<file path="config.mk">
export PLATFORM = sky130hd
export DESIGN_NAME = adc_scan_seq
export DESIGN_NICKNAME = d
export VERILOG_FILES = /design/src/rtl/adc_scan_pkg.sv /design/src/rtl/adc_scan_ctrl.sv /design/src/rtl/adc_scan_dp.sv /design/src/rtl/adc_scan_seq.sv
export SDC_FILE = /design/constraint.sdc
export NUM_CORES = 1
export LEC_CHECK = 0
export BUFFER_PORTS_ARGS = -buffer_cell sky130_fd_sc_hd__buf_2
export CAP_MARGIN = 10
export CORE_ASPECT_RATIO = 1.25
export CORE_MARGIN = 2
export CORE_UTILIZATION = 45
export CTS_CLUSTER_DIAMETER = 50
export DETAILED_ROUTE_END_ITERATION = 8
export PLACE_DENSITY = 0.75
export SYNTH_ARGS = -nofsm -noshare
export SYNTH_HDL_FRONTEND = slang
export SYNTH_HIERARCHICAL = 1
export SYNTH_SLANG_ARGS = --single-unit
</file>
<file path="constraint.sdc">
create_clock -name clk -period 1.25 [get_ports clk]
set_input_delay 0.0625 -clock clk [delete_from_list [all_inputs] [get_ports clk]]
set_output_delay 0.0625 -clock clk [all_outputs]
set_load 0.01 [all_outputs]
</file>
<file path="src/rtl/adc_scan_pkg.sv">
package adc_scan_pkg;
  typedef struct packed {
    logic cfgLoad;
    logic chInit;
    logic chStep;
    logic resWrite;
  } scan_strb_t;
endpackage

</file>
<file path="src/rtl/adc_scan_ctrl.sv">
module adc_scan_ctrl
  import adc_scan_pkg::*;
(
  input  logic       clk,
  input  logic       rstN,
  input  logic       ctrlWr,
  input  logic       wrStart,
  input  logic       flagClr,
  input  logic       convDone,
  input  logic       lastCh,
  output logic       busy,
  output logic       endFlag,
  output scan_strb_t strb
);
  logic finish;

  // a conversion only counts when no control write competes with it
  assign finish = !ctrlWr && busy && convDone;

  always_comb begin
    strb          = '0;
    strb.cfgLoad  = ctrlWr;
    strb.chInit   = ctrlWr && wrStart;
    strb.resWrite = finish;
    strb.chStep   = finish && !lastCh;
  end

  always_ff @(posedge clk) begin
    if (!rstN) begin
      busy    <= 1'b0;
      endFlag <= 1'b0;
    end else begin
      if (ctrlWr)
        busy <= wrStart;
      else if (finish && lastCh)
        busy <= 1'b0;
      // hardware set wins over a software clear
      if (finish && lastCh)
        endFlag <= 1'b1;
      else if (flagClr)
        endFlag <= 1'b0;
    end
  end
endmodule

</file>
<file path="src/rtl/adc_scan_dp.sv">
module adc_scan_dp
  import adc_scan_pkg::*;
#(
  parameter int RES_W   = 10,
  parameter int GRP_CH  = 4,
  parameter int NUM_GRP = 2,
  localparam int CH_W   = $clog2(GRP_CH * NUM_GRP),
  localparam int IDX_W  = $clog2(GRP_CH)
) (
  input  logic                    clk,
  input  logic                    rstN,
  input  scan_strb_t              strb,
  input  logic                    wrMulti,
  input  logic                    wrIntEn,
  input  logic [CH_W-1:0]         wrChSel,
  input  logic [RES_W-1:0]        convResult,
  output logic [CH_W-1:0]         curCh,
  output logic                    lastCh,
  output logic                    multiMode,
  output logic                    intEn,
  output logic [CH_W-1:0]         chSel,
  output logic [GRP_CH*RES_W-1:0] dataRegs
);
  logic [CH_W-1:0] firstCh;

  // multi mode begins at the lowest channel of the group holding wrChSel
  assign firstCh = wrMulti ? {wrChSel[CH_W-1:IDX_W], {IDX_W{1'b0}}} : wrChSel;
  assign lastCh  = (curCh == chSel);

  always_ff @(posedge clk) begin
    if (!rstN) begin
      multiMode <= 1'b0;
      intEn     <= 1'b0;
      chSel     <= '0;
      curCh     <= '0;
    end else begin
      if (strb.cfgLoad) begin
        multiMode <= wrMulti;
        intEn     <= wrIntEn;
        chSel     <= wrChSel;
      end
      if (strb.chInit)
        curCh <= firstCh;
      else if (strb.chStep)
        curCh <= curCh + 1'b1;
    end
  end

  for (genvar g = 0; g < GRP_CH; g++) begin : g_slot
    always_ff @(posedge clk) begin
      if (!rstN)
        dataRegs[g*RES_W +: RES_W] <= '0;
      else if (strb.resWrite && (curCh[IDX_W-1:0] == IDX_W'(g)))
        dataRegs[g*RES_W +: RES_W] <= convResult;
    end
  end
endmodule

</file>
<file path="src/rtl/adc_scan_seq.sv">
module adc_scan_seq
  import adc_scan_pkg::*;
#(
  parameter int RES_W   = 10,
  parameter int GRP_CH  = 4,
  parameter int NUM_GRP = 2,
  localparam int CH_W   = $clog2(GRP_CH * NUM_GRP)
) (
  input  logic                    clk,
  input  logic                    rstN,
  input  logic                    ctrlWr,
  input  logic                    wrStart,
  input  logic                    wrMulti,
  input  logic                    wrIntEn,
  input  logic [CH_W-1:0]         wrChSel,
  input  logic                    flagClr,
  output logic                    startBit,
  output logic                    endFlag,
  output logic                    multiMode,
  output logic                    intEn,
  output logic [CH_W-1:0]         chSel,
  output logic                    irq,
  output logic                    convReq,
  output logic [CH_W-1:0]         convCh,
  input  logic                    convDone,
  input  logic [RES_W-1:0]        convResult,
  output logic [GRP_CH*RES_W-1:0] dataRegs
);
  scan_strb_t strb;
  logic       busy;
  logic       lastCh;

  adc_scan_ctrl u_ctrl (
    .clk(clk), .rstN(rstN), .ctrlWr(ctrlWr), .wrStart(wrStart),
    .flagClr(flagClr), .convDone(convDone), .lastCh(lastCh),
    .busy(busy), .endFlag(endFlag), .strb(strb)
  );

  adc_scan_dp #(.RES_W(RES_W), .GRP_CH(GRP_CH), .NUM_GRP(NUM_GRP)) u_dp (
    .clk(clk), .rstN(rstN), .strb(strb), .wrMulti(wrMulti),
    .wrIntEn(wrIntEn), .wrChSel(wrChSel), .convResult(convResult),
    .curCh(convCh), .lastCh(lastCh), .multiMode(multiMode),
    .intEn(intEn), .chSel(chSel), .dataRegs(dataRegs)
  );

  assign startBit = busy;
  assign convReq  = busy;
  assign irq      = endFlag && intEn;
endmodule

</file>
==> results of run 1 <==
==> worst reg2reg max path, stage by stage, from the launching register on <==
cell and delay (ps):
dfxtp_1 390, xor2_2 160, nor3_2 70, nor2_2 170, mux2i_1 230, o21ai_1 80
and2_1 150
==> timing repair <==
action | 4_1_cts | 5_1_grt
endpoints found under the setup margin | 43 | 45
hold buffers | 0 | 0
buffers inserted | 2 | 2
resized for setup | 13 | 14
pin swaps | 10 | 10
cloned | 1 | 3
==> state kept, by name (all words and copies together), names as in the netlist <==
name	flops
u_ctrl/busy	1
u_ctrl/endFlag	1
u_dp/chSel	3
u_dp/curCh	3
u_dp/dataRegs	40
u_dp/intEn	1
u_dp/multiMode	1
==> stage by stage <==
stage / cell area, sq um / utilization, % / cells
floorplan: 2340 / - / 237
global placement: 2760 / 57.9 / 367
detailed placement: 2760 / 57.9 / 367
CTS: 2930 / 61.4 / 378
global route: 3030 / 63.6 / 383
finish: 3030 / 63.6 / 383
==> layer usage <==
metal	vias up	GRT usage [%]	part of all wire (%)
met5	-	0	0
met4	0	5.19	1.4
met3	9	3.93	5.6
met2	56	31.3	51
met1	870	23.0	42
li1	926	-	-
==> kinds of logic (layout without fill, tap and decap cells) <==
| logic type | Yosys count | in the layout | synth area share, % |
|---|---|---|---|
| and+or+nand+nor | 106 | 110 | 20.5 |
| DFF | 50 | 50 | 44.7 |
| AOI/OAI and AO/OA | 47 | 47 | 22.3 |
| buffers and inverters | 19 | 101 | 5.59 |
| muxes | 6 | 6 | 2.68 |
| xor gates and xnor gates | 5 | 5 | 1.96 |
| adders and majority gates | 4 | 4 | 2.24 |
==> power by group through the flow <==
stage | logic (mW) | clock network, mW | registers (mW)
floorplan | 0.141 | 0 | 1.68
global placement | 0.289 | 0 | 1.67
detailed placement | 0.292 | 0 | 1.67
CTS | 0.308 | 1.15 | 1.63
global route | 0.359 | 1.23 | 1.64
finish | 0.334 | 1.12 | 1.63
==> final cells by class <==
cell class,count,area [sq um],share of cell area (%)
Clock inverter,2,36.3,1.20
Sequential cell,50,1010,33.4
Multi-Input combinational cell,172,1310,43.3
Tap cell,60,75.1,2.48
Timing Repair Buffer,88,499,16.5
Clock buffer,6,72.6,2.39
Inverter,5,23.8,0.784
==> Yosys cell counts <==
cell type,count
a21boi_2,40
a21oi_1,1
a21oi_2,1
and2_1,3
and2_4,4
buf_2,4
buf_4,3
buf_6,5
clkbuf_1,2
dfxtp_1,50
ha_1,4
inv_1,5
mux2i_1,6
nand2_1,87
nand2_2,1
nand3b_1,2
nor2_1,1
nor2b_1,5
nor2b_2,2
nor3_1,1
o211a_1,1
o21ai_0,1
o21ai_1,2
o21ai_2,1
xor2_1,5
==> layout by cell type (no fill, tap or decap), types with 2 or more instances in the layout <==
cell type,count
nor2b_1,5
nand2_4,4
nand3b_1,2
xor2_2,3
and2_1,3
and2_4,8
a21boi_2,40
buf_4,15
dfxtp_1,45
dfxtp_2,3
nand2_1,54
mux2i_1,6
clkbuf_8,5
o21ai_1,2
inv_1,3
dfxtp_4,2
ha_4,2
xor2_1,2
buf_2,71
nand2_2,30
==> how the worst min path moves through the flow <==
stage                              endpoint
final                            u_dp/intEn
after global routing      u_dp/dataRegs[19]
after CTS                        u_dp/intEn
after detailed placement      u_dp/chSel[1]
after global placement           u_dp/intEn
after floorplan                 u_ctrl/busy
==> results by group, run 1 <==
Power and ir drop
  • Leakage: 1.33 nW
  • Sequential Power Share: 53.0%
  • Total chip power: 3.09 mW
  • Maximum VDD drop: 0.000550 V
  • Clk pwr share: 36.2%
  • Net Sw Power: 0.706 mW
  • Net Sw Frac: 22.9%
  • Combinational power share: 10.8%
  • Internal: 2.38 mW
  • Power per cell area: 1020 nW/um^2

Global route
  • First-pass GRT wire length: 7980 um
  • Total grt overflow: 0
  • Global Route Usage Sum: 18.4%
  • Initial antenna violation count: 0
  • Largest net degree at the start of global routing: 52
  • Vias in the first global route: 1,713

Layout
  • Area growth syn-to-layout: 35.5%
  • Share of layout cells above drive strength 1: 60.7%
  • Fill count: 404
  • Ant. Diodes: 0
  • Fin nets: 347

STA
  • Setup TNS: -221 ps
  • Worst hold slack: 31.7 ps
  • F_max: 736 MHz
  • Tmin final: 1360 ps
  • Final period util: 109%
  • Final Hold Viols: 0
  • RSZ-0062 raised after global routing: yes
  • Least-Margin Pin Slew: 232 ps
  • Slew Limit Fails: 0
  • Relative slew slack: 84.5%
  • # setup viols final: 3
  • Final WS setup: -108 ps
  • Fin Clk Skew: 6.82 ps

Placed design
  • Setup WS pre-CTS: -81.4 ps
  • I/O Buffers: 72
  • Post-DP HPWL: 3520 um
  • GPL Wtd Cong: 0.780

Setup path
  • Critical Path Source: u_dp/chSel[1]
  • Worst r2r src: u_dp/chSel[1]
  • Crit path capture: u_dp/curCh[1]
  • R2R cell count: 6
  • Crit path buffers/inverters: 0
  • Startpoint class of the critical path: register
  • Critical Path AT: 1550 ps
  • Top delay family on crit path: flip-flops
  • Crit-path max FO: 3
  • Crit path required time: 1440 ps
  • CP Depth: 6
  • Crit Path Class: reg2reg
  • Worst r2r dst: u_dp/curCh[1]
  • Crit path cell chain: xor2_2 -> nor3_2 -> nor2_2 -> mux2i_1 -> o21ai_1 -> and2_1
  • Reg-to-reg setup timing slack: -110 ps
  • Worst path max stage delay: 390 ps
  • Worst setup EP type: register
  • Worst path slowest cell: dfxtp_1

Floorplanning
  • DIE WIDTH: 67.1 um
  • Site Rows: 28
  • Starting density of the core: 47.0%
  • Core Area: 4760 sq um
  • Ports: 73
  • Total die area: 5550 sq um
  • Die height: 82.8 um

Synthesis
  • Area share of the largest cell type after synthesis: 44.7%
  • Synthesized area: 2240 sq um
  • Synth unique cells: 25
  • Post-synthesis sequential area ratio: 44.7%
  • Synth warnings: 6
  • Synth top area cells: dfxtp_1 (45%), a21boi_2 (20%), nand2_1 (15%)
  • Syn nets: 262
  • Synthesized flop and latch total: 50
  • Post-Syn Area per Cell: 9.44 sq um
  • Cells after synthesis: 237
  • Synth area leader: dfxtp_1

Clocking
  • Clock-pin slew on the worst setup and hold paths: 90 ps
  • Clk buf depth: 2
  • Clk Latency, worst-skew pair: 300 ps
  • CTS tree: yes
  • TritonCTS Buffers: 5
  • Clk sinks: 50
  • CTS root buf: clkbuf_8
  • H-tree depth: 2

Drt
  • Detailed Route WL: 5260 um
  • Number of vias per cell: 4.86
  • DRT Pass-1 Iters: 4
  • Post-route antenna net violation count: 0
  • Starting DRT DRC Count: 103
  • Vias: 1,861
  • # DRC: 0
  • Routed length per instance: 13.7 um

Outcome
  • Status: complete, but fails checks
  • Failing checks: setup timing

Job
  • Maxcap violations: 0

Hold path
  • Worst hold path class: in2reg
  • Hold path startpoint: wrIntEn
  • Hold Crit Depth: 3
(Power assumes the default switching activity.)
==> run 2, diff against run 1 <==
- SETUP_SLACK_MARGIN: default -> 0.02
==> run 2 against run 1 <==
The flow still finishes with violations (setup timing). Via count rose by 1.3%. Global-route usage rose by 0.16 points. Design area rose by 1.0%. Power rose by 0.24%. Largest cell class unchanged. Final cell count rose by 0.26%. Critical path type unchanged. Non-clock buffer count did not move. Sequential share of layout area fell by 0.34 points. Sequential power barely moved. Highest routed layer unchanged.
==> results by group, run 2 (same netlist as run 1, synthesis figures left out) <==
Drt
  • Number of vias per cell: 4.91 (was 4.86)
  • Routed length per instance: 13.8 um (was 13.7 um)
  • Post-route antenna net violation count: 0 (unchanged)
  • DR WL met2: 2750 um (was 2700 um)
  • DRT Pass-1 Iters: 4 (unchanged)
  • Starting DRT DRC Count: 94 (was 103)
  • DR WL met3: 309 um (was 293 um)
  • Detailed Route WL: 5310 um (was 5260 um)
  • DRT met1 WL: 2200 um (was 2190 um)
  • # DRC: 0 (unchanged)
  • Vias: 1,885 (was 1,861)
  • Highest routed layer: met4 (unchanged)

Setup path
  • Crit path required time: 1440 ps (about the same)
  • Crit path buffers/inverters: 0 (unchanged)
  • Crit-path max FO: 4 (was 3)
  • Worst path slowest cell: dfxtp_2 (was dfxtp_1)
  • Top delay family on crit path: simple AND/OR/NAND/NOR gates (was flip-flops)
  • Reg-to-reg setup timing slack: -130 ps (was -110 ps)
  • Crit Path Class: reg2reg (unchanged)
  • Worst setup EP type: register (unchanged)
  • Crit path cell chain: nor2b_4 -> nand2_4 -> nor2_2 -> mux2i_1 -> o21ai_1 -> and2_1 (was xor2_2 -> nor3_2 -> nor2_2 -> mux2i_1 -> o21ai_1 -> and2_1)
  • Startpoint class of the critical path: register (unchanged)
  • Worst path max stage delay: 330 ps (was 390 ps)
  • Critical Path AT: 1570 ps (was 1550 ps)

Layout
  • Fill count: 395 (was 404)
  • Ant. Diodes: 0 (unchanged)
  • Util after Layout: 64.3% (was 63.6%)
  • Area growth syn-to-layout: 36.9% (was 35.5%)
  • Top flop regs: u_dp/dataRegs: 40 flops, u_dp/chSel: 3 flops, u_dp/curCh: 3 flops (unchanged)
  • Area occupied by multi-input gates: 1330 sq um (was 1310 sq um)
  • Commonest non-fill, non-tap cell in the layout: buf_2 (unchanged)
  • Commonest cells after routing, fill and taps aside: buf_2 (71), nand2_1 (54), dfxtp_1 (45) (unchanged)
  • Post-route cell area: 3060 sq um (was 3030 sq um)
  • Sequential cell area: 1010 sq um (unchanged)
  • Top reg by flops: u_dp/dataRegs (unchanged)
  • Final Non-Filler Cells: 384 (was 383)
  • Fin nets: 348 (was 347)
  • Share of layout cells above drive strength 1: 60.8% (was 60.7%)
  • Max reg flops: 40 (unchanged)

Floorplanning
  • Core Area: 4760 sq um (unchanged)
  • Starting density of the core: 47.0% (unchanged)
  • DIE WIDTH: 67.1 um (unchanged)
  • Site Rows: 28 (unchanged)
  • Total die area: 5550 sq um (unchanged)
  • Die height: 82.8 um (unchanged)
  • Ports: 73 (unchanged)

Placed design
  • Post-placement cell area: 2760 sq um (unchanged)
  • Placed cells: 367 (unchanged)
  • Setup WS pre-CTS: -81.4 ps (unchanged)
  • I/O Buffers: 72 (unchanged)
  • Post-DP HPWL: 3520 um (unchanged)
  • GPL Wtd Cong: 0.780 (unchanged)

Global route
  • Largest net degree at the start of global routing: 52 (unchanged)
  • Initial antenna violation count: 0 (unchanged)
  • Vias in the first global route: 1,712 (was 1,713)
  • Global Route Usage Sum: 18.6% (was 18.4%)
  • First-pass GRT wire length: 8040 um (was 7980 um)
  • Total grt overflow: 0 (unchanged)

STA
  • F_max: 723 MHz (was 736 MHz)
  • Final period util: 111% (was 109%)
  • # setup viols final: 3 (unchanged)
  • Least-Margin Pin Slew: 234 ps (was 232 ps)
  • Setup TNS: -239 ps (was -221 ps)
  • Slew Limit Fails: 0 (unchanged)
  • Final WS setup: -134 ps (was -108 ps)
  • RSZ-0062 raised after global routing: yes (unchanged)
  • Final Hold Viols: 0 (unchanged)
  • Relative slew slack: 84.4% (was 84.5%)
  • Tmin final: 1380 ps (was 1360 ps)
  • Fin Clk Skew: 5.34 ps (was 6.82 ps)
  • Worst hold slack: 29.9 ps (was 31.7 ps)

Hold path
  • Worst hold path class: in2reg (unchanged)

Outcome
  • Failing checks: setup timing (unchanged)
  • Status: complete, but fails checks (unchanged)

Power and ir drop
  • Total chip power: 3.09 mW (about the same)
  • Leakage: 1.33 nW (about the same)
  • Maximum VDD drop: 0.000551 V (was 0.000550 V)
  • Power per cell area: 1010 nW/um^2 (was 1020 nW/um^2)

Clocking
  • Clock-pin slew on the worst setup and hold paths: 80 ps (was 90 ps)
  • CTS root buf: clkbuf_8 (unchanged)
  • TritonCTS Buffers: 5 (unchanged)
  • Clk Latency, worst-skew pair: 300 ps (about the same)
  • CTS tree: yes (unchanged)
  • Hold Buf Count CTS: 0 (unchanged)
  • Clk sinks: 50 (unchanged)
  • Clk buf depth: 2 (unchanged)
  • H-tree depth: 2 (unchanged)

Job
  • Maxcap violations: 0 (unchanged)
run 2: changes by cell type in the layout (fill, tap and decap cells not counted), sizes merged:
cell    delta
clkinv     -1
inv        +2
run 2: worst paths after layout:
kind / from / endpoint / cells past startpoint
hold / removal: wrIntEn / u_dp/intEn / 3
hold reg to reg: u_dp/dataRegs[20] / u_dp/dataRegs[20] / 2
setup reg to reg: u_ctrl/busy / u_dp/curCh[1] / 6
setup / recovery: u_ctrl/busy / u_dp/curCh[1] / 6
run 2: worst min-delay path: stages:
cell and delay [ps]:
buf_2 80, mux2i_1 60, nor2b_1 100
run 2: cell type report:
cell class / count / share of cell area (%)
repair buffers: 88 / 16.4
flip-flops and latches: 50 / 33.1
well taps: 60 / 2.45
repair inverters: 1 / 0.286
clock buffers: 6 / 2.37
inverters: 5 / 0.940
clock inverters: 2 / 1.19
multi-input cells: 172 / 43.3
run 2: timing repair:
item | CTS | global route
endpoints found under the setup margin | 44 | 45
setup buffers | 2 | 2
gates cloned | 2 | 3
gates resized for setup | 13 | 20
pin swaps | 10 | 11
hold endpoints to repair | 0 | 0
run 2: power by group:
part	leakage [nW]	switching, mW	internal, mW
Sequential	0.407	0.0203	1.61
Combinational	0.869	0.172	0.169
Clock	0.0557	0.519	0.599
Total	1.33	0.711	2.38
run 2: layer usage:
| metal | up-vias | track usage [%] |
|---|---|---|
| met2 | 63 | 31.9 |
| met3 | 7 | 3.93 |
| met5 | - | 0 |
| li1 | 930 | - |
| met1 | 885 | 23.3 |
| met4 | 0 | 4.45 |
